**src/rtl/ccr_pkg.sv**
```systemverilog
package ccr_pkg;
  localparam int CCR_W = 8;
  localparam int BIT_X = 7;
  localparam int BIT_I = 6;
  localparam int BIT_H = 5;
  localparam int BIT_N = 4;
  localparam int GEN_W = 4;
  localparam logic [CCR_W-1:0] CCR_RST  = CCR_W'((1 << BIT_X) | (1 << BIT_I));
  localparam logic [CCR_W-1:0] X_ONLY   = CCR_W'(1 << BIT_X);

  typedef enum logic [2:0] {
    OPC_NONE   = 3'd0,
    OPC_SUB    = 3'd1,
    OPC_LOGIC  = 3'd2,
    OPC_MOVE   = 3'd3,
    OPC_ADD    = 3'd4,
    OPC_ACCADD = 3'd5,
    OPC_ADC    = 3'd6,
    OPC_RSVD   = 3'd7
  } op_class_e;
endpackage

```
**src/rtl/ccr_rst_sync.sv**
```systemverilog
module ccr_rst_sync #(
  parameter int STAGES = 2
) (
  input  logic clk_i,
  input  logic rst_ni,
  output logic srst_no
);
  logic [STAGES-1:0] sync_q;
  logic [STAGES-1:0] sync_d;

  always_comb begin
    sync_d = {sync_q[STAGES-2:0], 1'b1};
  end

  always_ff @(posedge clk_i or negedge rst_ni) begin
    if (!rst_ni) sync_q <= '0;
    else         sync_q <= sync_d;
  end

  assign srst_no = sync_q[STAGES-1];
endmodule

```
**src/rtl/ccr_arith_flags.sv**
```systemverilog
module ccr_arith_flags
  import ccr_pkg::*;
#(
  parameter int DATA_W = 8
) (
  input  logic [2:0]        op_class_i,
  input  logic [DATA_W-1:0] alu_res_i,
  input  logic              half_cy_i,
  input  logic              n_q_i,
  input  logic              h_q_i,
  output logic              n_d_o,
  output logic              h_d_o,
  output logic              upd_o
);
  localparam int MSB = DATA_W - 1;
  op_class_e cls;

  always_comb begin
    cls   = op_class_e'(op_class_i);
    n_d_o = n_q_i;
    h_d_o = h_q_i;
    upd_o = 1'b0;
    case (cls)
      OPC_SUB, OPC_LOGIC, OPC_MOVE: begin
        n_d_o = alu_res_i[MSB];
        upd_o = 1'b1;
      end
      OPC_ADD, OPC_ACCADD, OPC_ADC: begin
        n_d_o = alu_res_i[MSB];
        h_d_o = half_cy_i;
        upd_o = 1'b1;
      end
      default: ;
    endcase
  end
endmodule

```
**src/rtl/ccr_mask_ctrl.sv**
```systemverilog
module ccr_mask_ctrl (
  input  logic sei_i,
  input  logic cli_i,
  input  logic clx_i,
  input  logic enter_i,
  input  logic src_x_i,
  input  logic i_q_i,
  input  logic x_q_i,
  output logic i_d_o,
  output logic x_d_o,
  output logic upd_o
);
  always_comb begin
    i_d_o = i_q_i;
    if (enter_i)    i_d_o = 1'b1;
    else if (sei_i) i_d_o = 1'b1;
    else if (cli_i) i_d_o = 1'b0;

    x_d_o = x_q_i;
    if (enter_i && src_x_i) x_d_o = 1'b1;
    else if (clx_i)         x_d_o = 1'b0;

    upd_o = enter_i | sei_i | cli_i | clx_i;
  end
endmodule

```
**src/rtl/ccr_unit.sv**
```systemverilog
module ccr_unit
  import ccr_pkg::*;
#(
  parameter int DATA_W   = 8,
  parameter int SYNC_STG = 2
) (
  input  logic              clk_i,
  input  logic              rst_ni,
  input  logic [DATA_W-1:0] alu_res_i,
  input  logic              half_cy_i,
  input  logic [2:0]        op_class_i,
  input  logic              sw_sei_i,
  input  logic              sw_cli_i,
  input  logic              sw_clx_i,
  input  logic              sw_setx_i,
  input  logic              int_enter_i,
  input  logic              int_src_x_i,
  input  logic              rti_load_i,
  input  logic [CCR_W-1:0]  rti_val_i,
  output logic [CCR_W-1:0]  ccr_o,
  output logic              i_mask_o,
  output logic              x_mask_o
);
  logic             srst_n;
  logic [CCR_W-1:0] ccr_q;
  logic [CCR_W-1:0] ccr_d;
  logic             n_d, h_d, i_d, x_d;
  logic             arith_upd, mask_upd, reg_en;
  logic [GEN_W-1:0] gen_d;

  ccr_rst_sync #(.STAGES(SYNC_STG)) u_rst_sync (
    .clk_i   (clk_i),
    .rst_ni  (rst_ni),
    .srst_no (srst_n)
  );

  ccr_arith_flags #(.DATA_W(DATA_W)) u_arith (
    .op_class_i (op_class_i),
    .alu_res_i  (alu_res_i),
    .half_cy_i  (half_cy_i),
    .n_q_i      (ccr_q[BIT_N]),
    .h_q_i      (ccr_q[BIT_H]),
    .n_d_o      (n_d),
    .h_d_o      (h_d),
    .upd_o      (arith_upd)
  );

  ccr_mask_ctrl u_mask (
    .sei_i   (sw_sei_i),
    .cli_i   (sw_cli_i),
    .clx_i   (sw_clx_i),
    .enter_i (int_enter_i),
    .src_x_i (int_src_x_i),
    .i_q_i   (ccr_q[BIT_I]),
    .x_q_i   (ccr_q[BIT_X]),
    .i_d_o   (i_d),
    .x_d_o   (x_d),
    .upd_o   (mask_upd)
  );

  for (genvar g = 0; g < GEN_W; g++) begin : g_gen_bits
    always_comb begin
      gen_d[g] = rti_load_i ? rti_val_i[g] : ccr_q[g];
    end
  end

  always_comb begin
    reg_en = rti_load_i | arith_upd | mask_upd;
    if (rti_load_i) begin
      ccr_d        = rti_val_i;
      ccr_d[BIT_X] = ccr_q[BIT_X] & rti_val_i[BIT_X];
    end else begin
      ccr_d          = ccr_q;
      ccr_d[BIT_X]   = x_d;
      ccr_d[BIT_I]   = i_d;
      ccr_d[BIT_H]   = h_d;
      ccr_d[BIT_N]   = n_d;
    end
    ccr_d[GEN_W-1:0] = gen_d;
  end

  always_ff @(posedge clk_i or negedge srst_n) begin
    if (!srst_n)     ccr_q <= CCR_RST;
    else if (reg_en) ccr_q <= ccr_d;
  end

  assign ccr_o    = ccr_q;
  assign i_mask_o = ccr_q[BIT_I];
  assign x_mask_o = ccr_q[BIT_X];

  AST_RST_MASKS: assert property (@(posedge clk_i) disable iff (!rst_ni)
    !srst_n |=> (ccr_o == CCR_RST));
  AST_N_FOLLOWS: assert property (@(posedge clk_i) disable iff (!rst_ni)
    srst_n && !rti_load_i && arith_upd |=> ccr_o[BIT_N] == $past(alu_res_i[DATA_W-1]));
  AST_H_HOLD: assert property (@(posedge clk_i) disable iff (!rst_ni)
    srst_n && !rti_load_i && !(op_class_i inside {OPC_ADD, OPC_ACCADD, OPC_ADC})
    |=> $stable(ccr_o[BIT_H]));
  AST_I_ENTRY: assert property (@(posedge clk_i) disable iff (!rst_ni)
    srst_n && int_enter_i && !rti_load_i |=> i_mask_o);
  AST_X_ENTRY: assert property (@(posedge clk_i) disable iff (!rst_ni)
    srst_n && int_enter_i && int_src_x_i && !rti_load_i |=> x_mask_o && i_mask_o);
  AST_X_NO_RISE: assert property (@(posedge clk_i) disable iff (!rst_ni)
    srst_n && !x_mask_o && !(int_enter_i && int_src_x_i && !rti_load_i) |=> !x_mask_o);
  AST_SETX_IGNORED: assert property (@(posedge clk_i) disable iff (!rst_ni)
    srst_n && sw_setx_i && !x_mask_o && !int_enter_i |=> !x_mask_o);
  AST_RELOAD: assert property (@(posedge clk_i) disable iff (!rst_ni)
    srst_n && rti_load_i |=> (ccr_o & ~X_ONLY) == ($past(rti_val_i) & ~X_ONLY));
  AST_MASK_PINS: assert property (@(posedge clk_i) disable iff (!rst_ni)
    (x_mask_o == ccr_o[BIT_X]) && (i_mask_o == ccr_o[BIT_I]));
endmodule

```
**config.mk**
```make
export PLATFORM = sky130hd
export DESIGN_NAME = ccr_unit
export DESIGN_NICKNAME = d
export VERILOG_FILES = /design/src/rtl/ccr_pkg.sv /design/src/rtl/ccr_rst_sync.sv /design/src/rtl/ccr_arith_flags.sv /design/src/rtl/ccr_mask_ctrl.sv /design/src/rtl/ccr_unit.sv
export SDC_FILE = /design/constraint.sdc
export NUM_CORES = 1
export LEC_CHECK = 0
export BUFFER_PORTS_ARGS = -buffer_cell sky130_fd_sc_hd__buf_4
export CAP_MARGIN = 0
export CORE_MARGIN = 4
export CORE_UTILIZATION = 38
export DETAILED_ROUTE_END_ITERATION = 8
export PLACE_DENSITY = 0.82
export SYNTH_ARGS = -nofsm -noshare
export SYNTH_HDL_FRONTEND = slang
export SYNTH_HIERARCHICAL = 1
export SYNTH_SLANG_ARGS = --single-unit
```
**constraint.sdc**
```tcl
create_clock -name clk_i -period 0.9 [get_ports clk_i]
set_clock_uncertainty 0.05 [all_clocks]
set_input_delay 0.09 -clock clk_i [delete_from_list [all_inputs] [get_ports clk_i]]
set_output_delay 0.09 -clock clk_i [all_outputs]
set_load 0.02 [all_outputs]
```
### Yosys cells after proc, flatten, opt, wreduce, memory -nomap -nowiden

Cells that the tools add are included.

| storage, ports and cells | value |
|---|---|
| flip-flop bits (word level) | 10 |
| latch bits | 0 |
| RAM bits | 0 |
| ROM bits | 0 |
| input port bits | 29 |
| output and inout port bits | 10 |
| logic and storage cells | 39 |
| memories | 0 |

| cells by class | value |
|---|---|
| $add $sub $neg | 0 |
| multiply operators | 0 |
| div/mod/pow operators | 0 |
| magnitude comparators | 0 |
| eq/ne operators | 6 |
| shift-type cells | 0 |
| muxes and demuxes | 9 |
| bitwise gates (word level) | 6 |
| reductions and logical operators | 12 |

Operator list:

| kind | count |
|---|---|
| 2-bit AND reduction | 5 |
| 3-bit == test (second input constant) | 3 |
| 1-bit 2-to-1 mux | 8 |
| 8-bit 2-to-1 mux | 1 |
| 3-bit by 2-bit == test with 1-bit output (second input constant) | 2 |
| 6-bit OR reduction | 1 |
| 1-bit OR | 5 |
| 2-bit nonzero test | 2 |
| 4-bit nonzero test | 1 |
| 3-bit by 1-bit == test with 1-bit output (second input constant) | 1 |
| 3-bit nonzero test | 1 |
| 3-bit OR reduction | 1 |
| 1-bit AND | 1 |
| 1-bit logical AND | 1 |

### Longest topological paths before layout

| logic depth | value |
|---|---|
| word-level depth | 6 |
| gate-level depth with buffers | 5 |
| gate-level depth less buffers | 5 |

### Cells and area by module

Netlist, hierarchy kept.

By module, submodules not included:

| module | instances | cells an instance | area each (µm²) | sequential area each (µm²) |
|---|---|---|---|---|
| ccr_unit | 1 | 32 | 379.1 | 202.7 |
| ccr_arith_flags | 1 | 11 | 77.6 | 0.0 |
| ccr_rst_sync | 1 | 3 | 53.8 | 50.0 |
| ccr_mask_ctrl | 1 | 8 | 38.8 | 0.0 |

### Worst setup path after synthesis

OpenSTA, ideal clock, no wires.

| path | value |
|---|---|
| kind | register to register |
| start | reg, netlist name ccr_o[4] |
| end | reg ccr_q[4], in the netlist ccr_o[4] |
| setup time | 0.104 ns |
| arrival time | 1.150 ns |
| data required time | 0.746 ns |
| slack | -0.404 ns |
| cell stages (with the launch flop) | 6 |
| buffers on the path | 0 |
| period minus slack after synthesis | 1.304 ns |
| path through | dfrtp_1 -> nand3b_1 -> o21ai_0 -> a211oi_1 -> inv_1 -> o311ai_1 |

RTL lines:

| element | line | text |
|---|---|---|
| end signal: assignment | ccr_unit.sv:84 | `else if (reg_en) ccr_q <= ccr_d;` |
| end: declaration | ccr_unit.sv:25 | `logic [CCR_W-1:0] ccr_q;` |

==> out/results.txt <==
switching share of power = 0.265
Worst Path Arrival = 1370 ps
core area = 0.00133 sq mm
largest family of logic cells by synthesized area = simple AND/OR/NAND/NOR gates
Yosys top cell area share = 0.364
DR pass1 iterations = 3
detailed placement HPWL = 1.08 mm
Vias = 557
Static Leak = 0.491 nW
max frequency = 804 MHz
crit share post-route = 1.38
share of layout cells above drive strength 1 = 0.600
Antenna Nets Post-Route = 0
die area = 0.00212 sq mm
pre-CTS WS = -365 ps
failing checks = setup timing
status = complete, but fails checks
Setup CP Type = reg -> reg
number of remaining DRC errors = 0
combinational group share of total power = 0.319
Flop pwr share = 0.387
Top Ports = 39
nets = 130
largest net degree at the start of global routing = 9
total wire length = 1.48 mm
CTS root buf = clkbuf_4
Final Hold Vio Count = 0
Synth area leaders = dfrtp_1 36%, dfstp_2 9.6%, mux2_2 8.2%
Synth warnings = 6
worst hold margin = 10.6 ps
total power = 1.37 mW
Post-Synth XOR/XNOR Area = 0
Setup violations, final = 15
starting DRC count in detailed routing = 7
CP required = 1020 ps
MaxCap Viol Count = 0
port bufs = 30
post-layout minimum cycle time = 1240 ps
Post-Syn Area = 549 sq um
simple-gate share of the synthesized area = 0.216
Area Growth Syn to Fin = 87.0%
Adder-Cell Fraction of Synth Area = 0
vias in the first global route = 587
CP cell instances = or4b_4 > o311ai_4
unrepaired setup endpoints after global routing = true
Worst Path Buf+Inv = 0
Setup TNS = -2540 ps
Pwr Density = 1340 mW/mm^2
clock buffer depth = 2
Slowest-stage cell, CP = dfstp_2
clock share of power = 0.293
CP delay by family, top = flip-flops
Slew Limit Fails = 0
Placed Area = 843 sq um
Yosys top cell by area = dfrtp_1
Int Pwr = 1.01 mW
CP Launch Type = register
P_sw = 364 uW
worst-path maximum fanout = 3
average size of a mapped cell = 10.2 sq um
DIE HEIGHT = 46.0 microns
clk sinks = 10
Seq/Total Area, Yosys = 0.460
Row Count = 13
Design Area, Final = 0.00103 sq mm
highest cell delay on the worst timing path = 550 ps
Tot GR Track Use = 0.167
Post-Synthesis Cells = 54
Num CTS Buffers = 3
Min-Delay Path Class = in -> reg
vias per inst = 4.84
routability-driven placement congestion ratio = 0.671
Synth Area in Compound Gates = 0.137
mux cell area share after synthesis = 0.109
clk slew on worst S/H paths = 70 ps
Netlist cell types = 27
Clock Latency Late Sink = 260 ps
Initial Util = 0.412
syn_nets = 83
first-pass GRT wire length = 2.57 mm
remaining global-route overflow = 0
Final Worst Setup Slack = -344 ps
Synth Register Bits = 10
Critical Path Sink Type = register
CTS tree = done
initial antenna violation count = 0
# diodes = 0
FILL cells = 107
overall die width = 46.0 microns
H-tree Lvls = 1
worst vdd ir = 0.00105 V
WL/cell = 12.8 microns
synthesized netlist by cell type (all sizes together):
cell / count
a211oi: 1
and3: 1
nand2: 5
nand3: 1
nor4: 1
dfstp: 2
a21oi: 1
nand2b: 2
buf: 3
mux2: 5
conb: 1
nor3: 1
inv: 5
dfrtp: 8
o311ai: 3
o211ai: 1
o21ai: 3
a21bo: 1
or4b: 4
nor2: 4
nand3b: 1
placed cells by master, fill, tap and decap left out, types with 3 or more instances in the layout:
| master | synthesis | final |
|---|---|---|
| buf_4 | 2 | 26 |
| dlygate4sd3_1 | 0 | 5 |
| dfrtp_1 | 8 | 6 |
| clkbuf_4 | 0 | 3 |
| mux2_4 | 1 | 3 |
| buf_6 | 0 | 14 |
| nor2_1 | 3 | 3 |
| nand2_1 | 5 | 5 |
| inv_1 | 5 | 5 |
power groups by stage:
| stage | Sequential, mW | Combinational (mW) | Clock [mW] |
|---|---|---|---|
| 4_1_cts | 0.532 | 0.424 | 0.418 |
| 2_1_floorplan | 0.577 | 0.114 | 0 |
| 3_5_place_dp | 0.533 | 0.353 | 0 |
| 6_report | 0.532 | 0.439 | 0.403 |
| 3_3_place_gp | 0.531 | 0.348 | 0 |
| 5_1_grt | 0.540 | 0.472 | 0.452 |
sequential cells by signal (all words and copies together), names as in the netlist:
name               count
u_rst_sync/sync_q      2
ccr_o                  8
through the flow:
| step | utilization | std cells |
|---|---|---|
| 3_5_place_dp | 0.632 | 105 |
| 3_3_place_gp | 0.632 | 105 |
| 2_1_floorplan | - | 54 |
| 4_1_cts | 0.748 | 114 |
| 6_report | 0.770 | 115 |
| 5_1_grt | 0.770 | 115 |
layer usage:
metal	global-route usage	routed length (microns)	vias up
met5	0	0	-
met4	0.0511	0	0
met3	0.0474	112	0
met2	0.275	705	18
met1	0.210	660	257
li1	-	-	282
area by class of cell:
type,instances,area [sq um],area share
Clock buffer,4,36.3,0.0353
Inverter,5,18.8,0.0183
Multi-Input combinational cell,36,295,0.287
Sequential cell,10,255,0.248
Tap cell,15,18.8,0.0183
Timing Repair Buffer,45,403,0.392
repair_timing:
| item | in CTS | in global routing |
|---|---|---|
| endpoints found under the setup margin | 14 | 16 |
| hold endpoints to repair | 5 | 1 |
| setup buffers | 1 | 0 |
| hold buffers | 4 | 1 |
| gates resized for setup | 17 | 5 |
worst paths after layout:
check | startpoint | end | slack, ps | cells after the start
worst min register to register | u_rst_sync/sync_q[1] | ccr_o[0] | 80 | 0
worst max-delay path | ccr_o[6] | ccr_o[6] | -340 | 2
worst max register to register | ccr_o[6] | ccr_o[6] | -340 | 2
min in group asynchronous | u_rst_sync/sync_q[1] | ccr_o[0] | 80 | 0
worst min-delay path | rti_val_i[2] | ccr_o[2] | 10 | 2
max in group asynchronous | u_rst_sync/sync_q[1] | ccr_o[6] | 430 | 0
logic make-up after synthesis:
kind of cell           count (synthesis)
DFF                                   10
and+or+nand+nor                       20
other                                  1
buffers and inverters                  8
muxes                                  5
AOI/OAI and AO/OA                     10
Note: power is estimated with default switching activity, not from simulation.
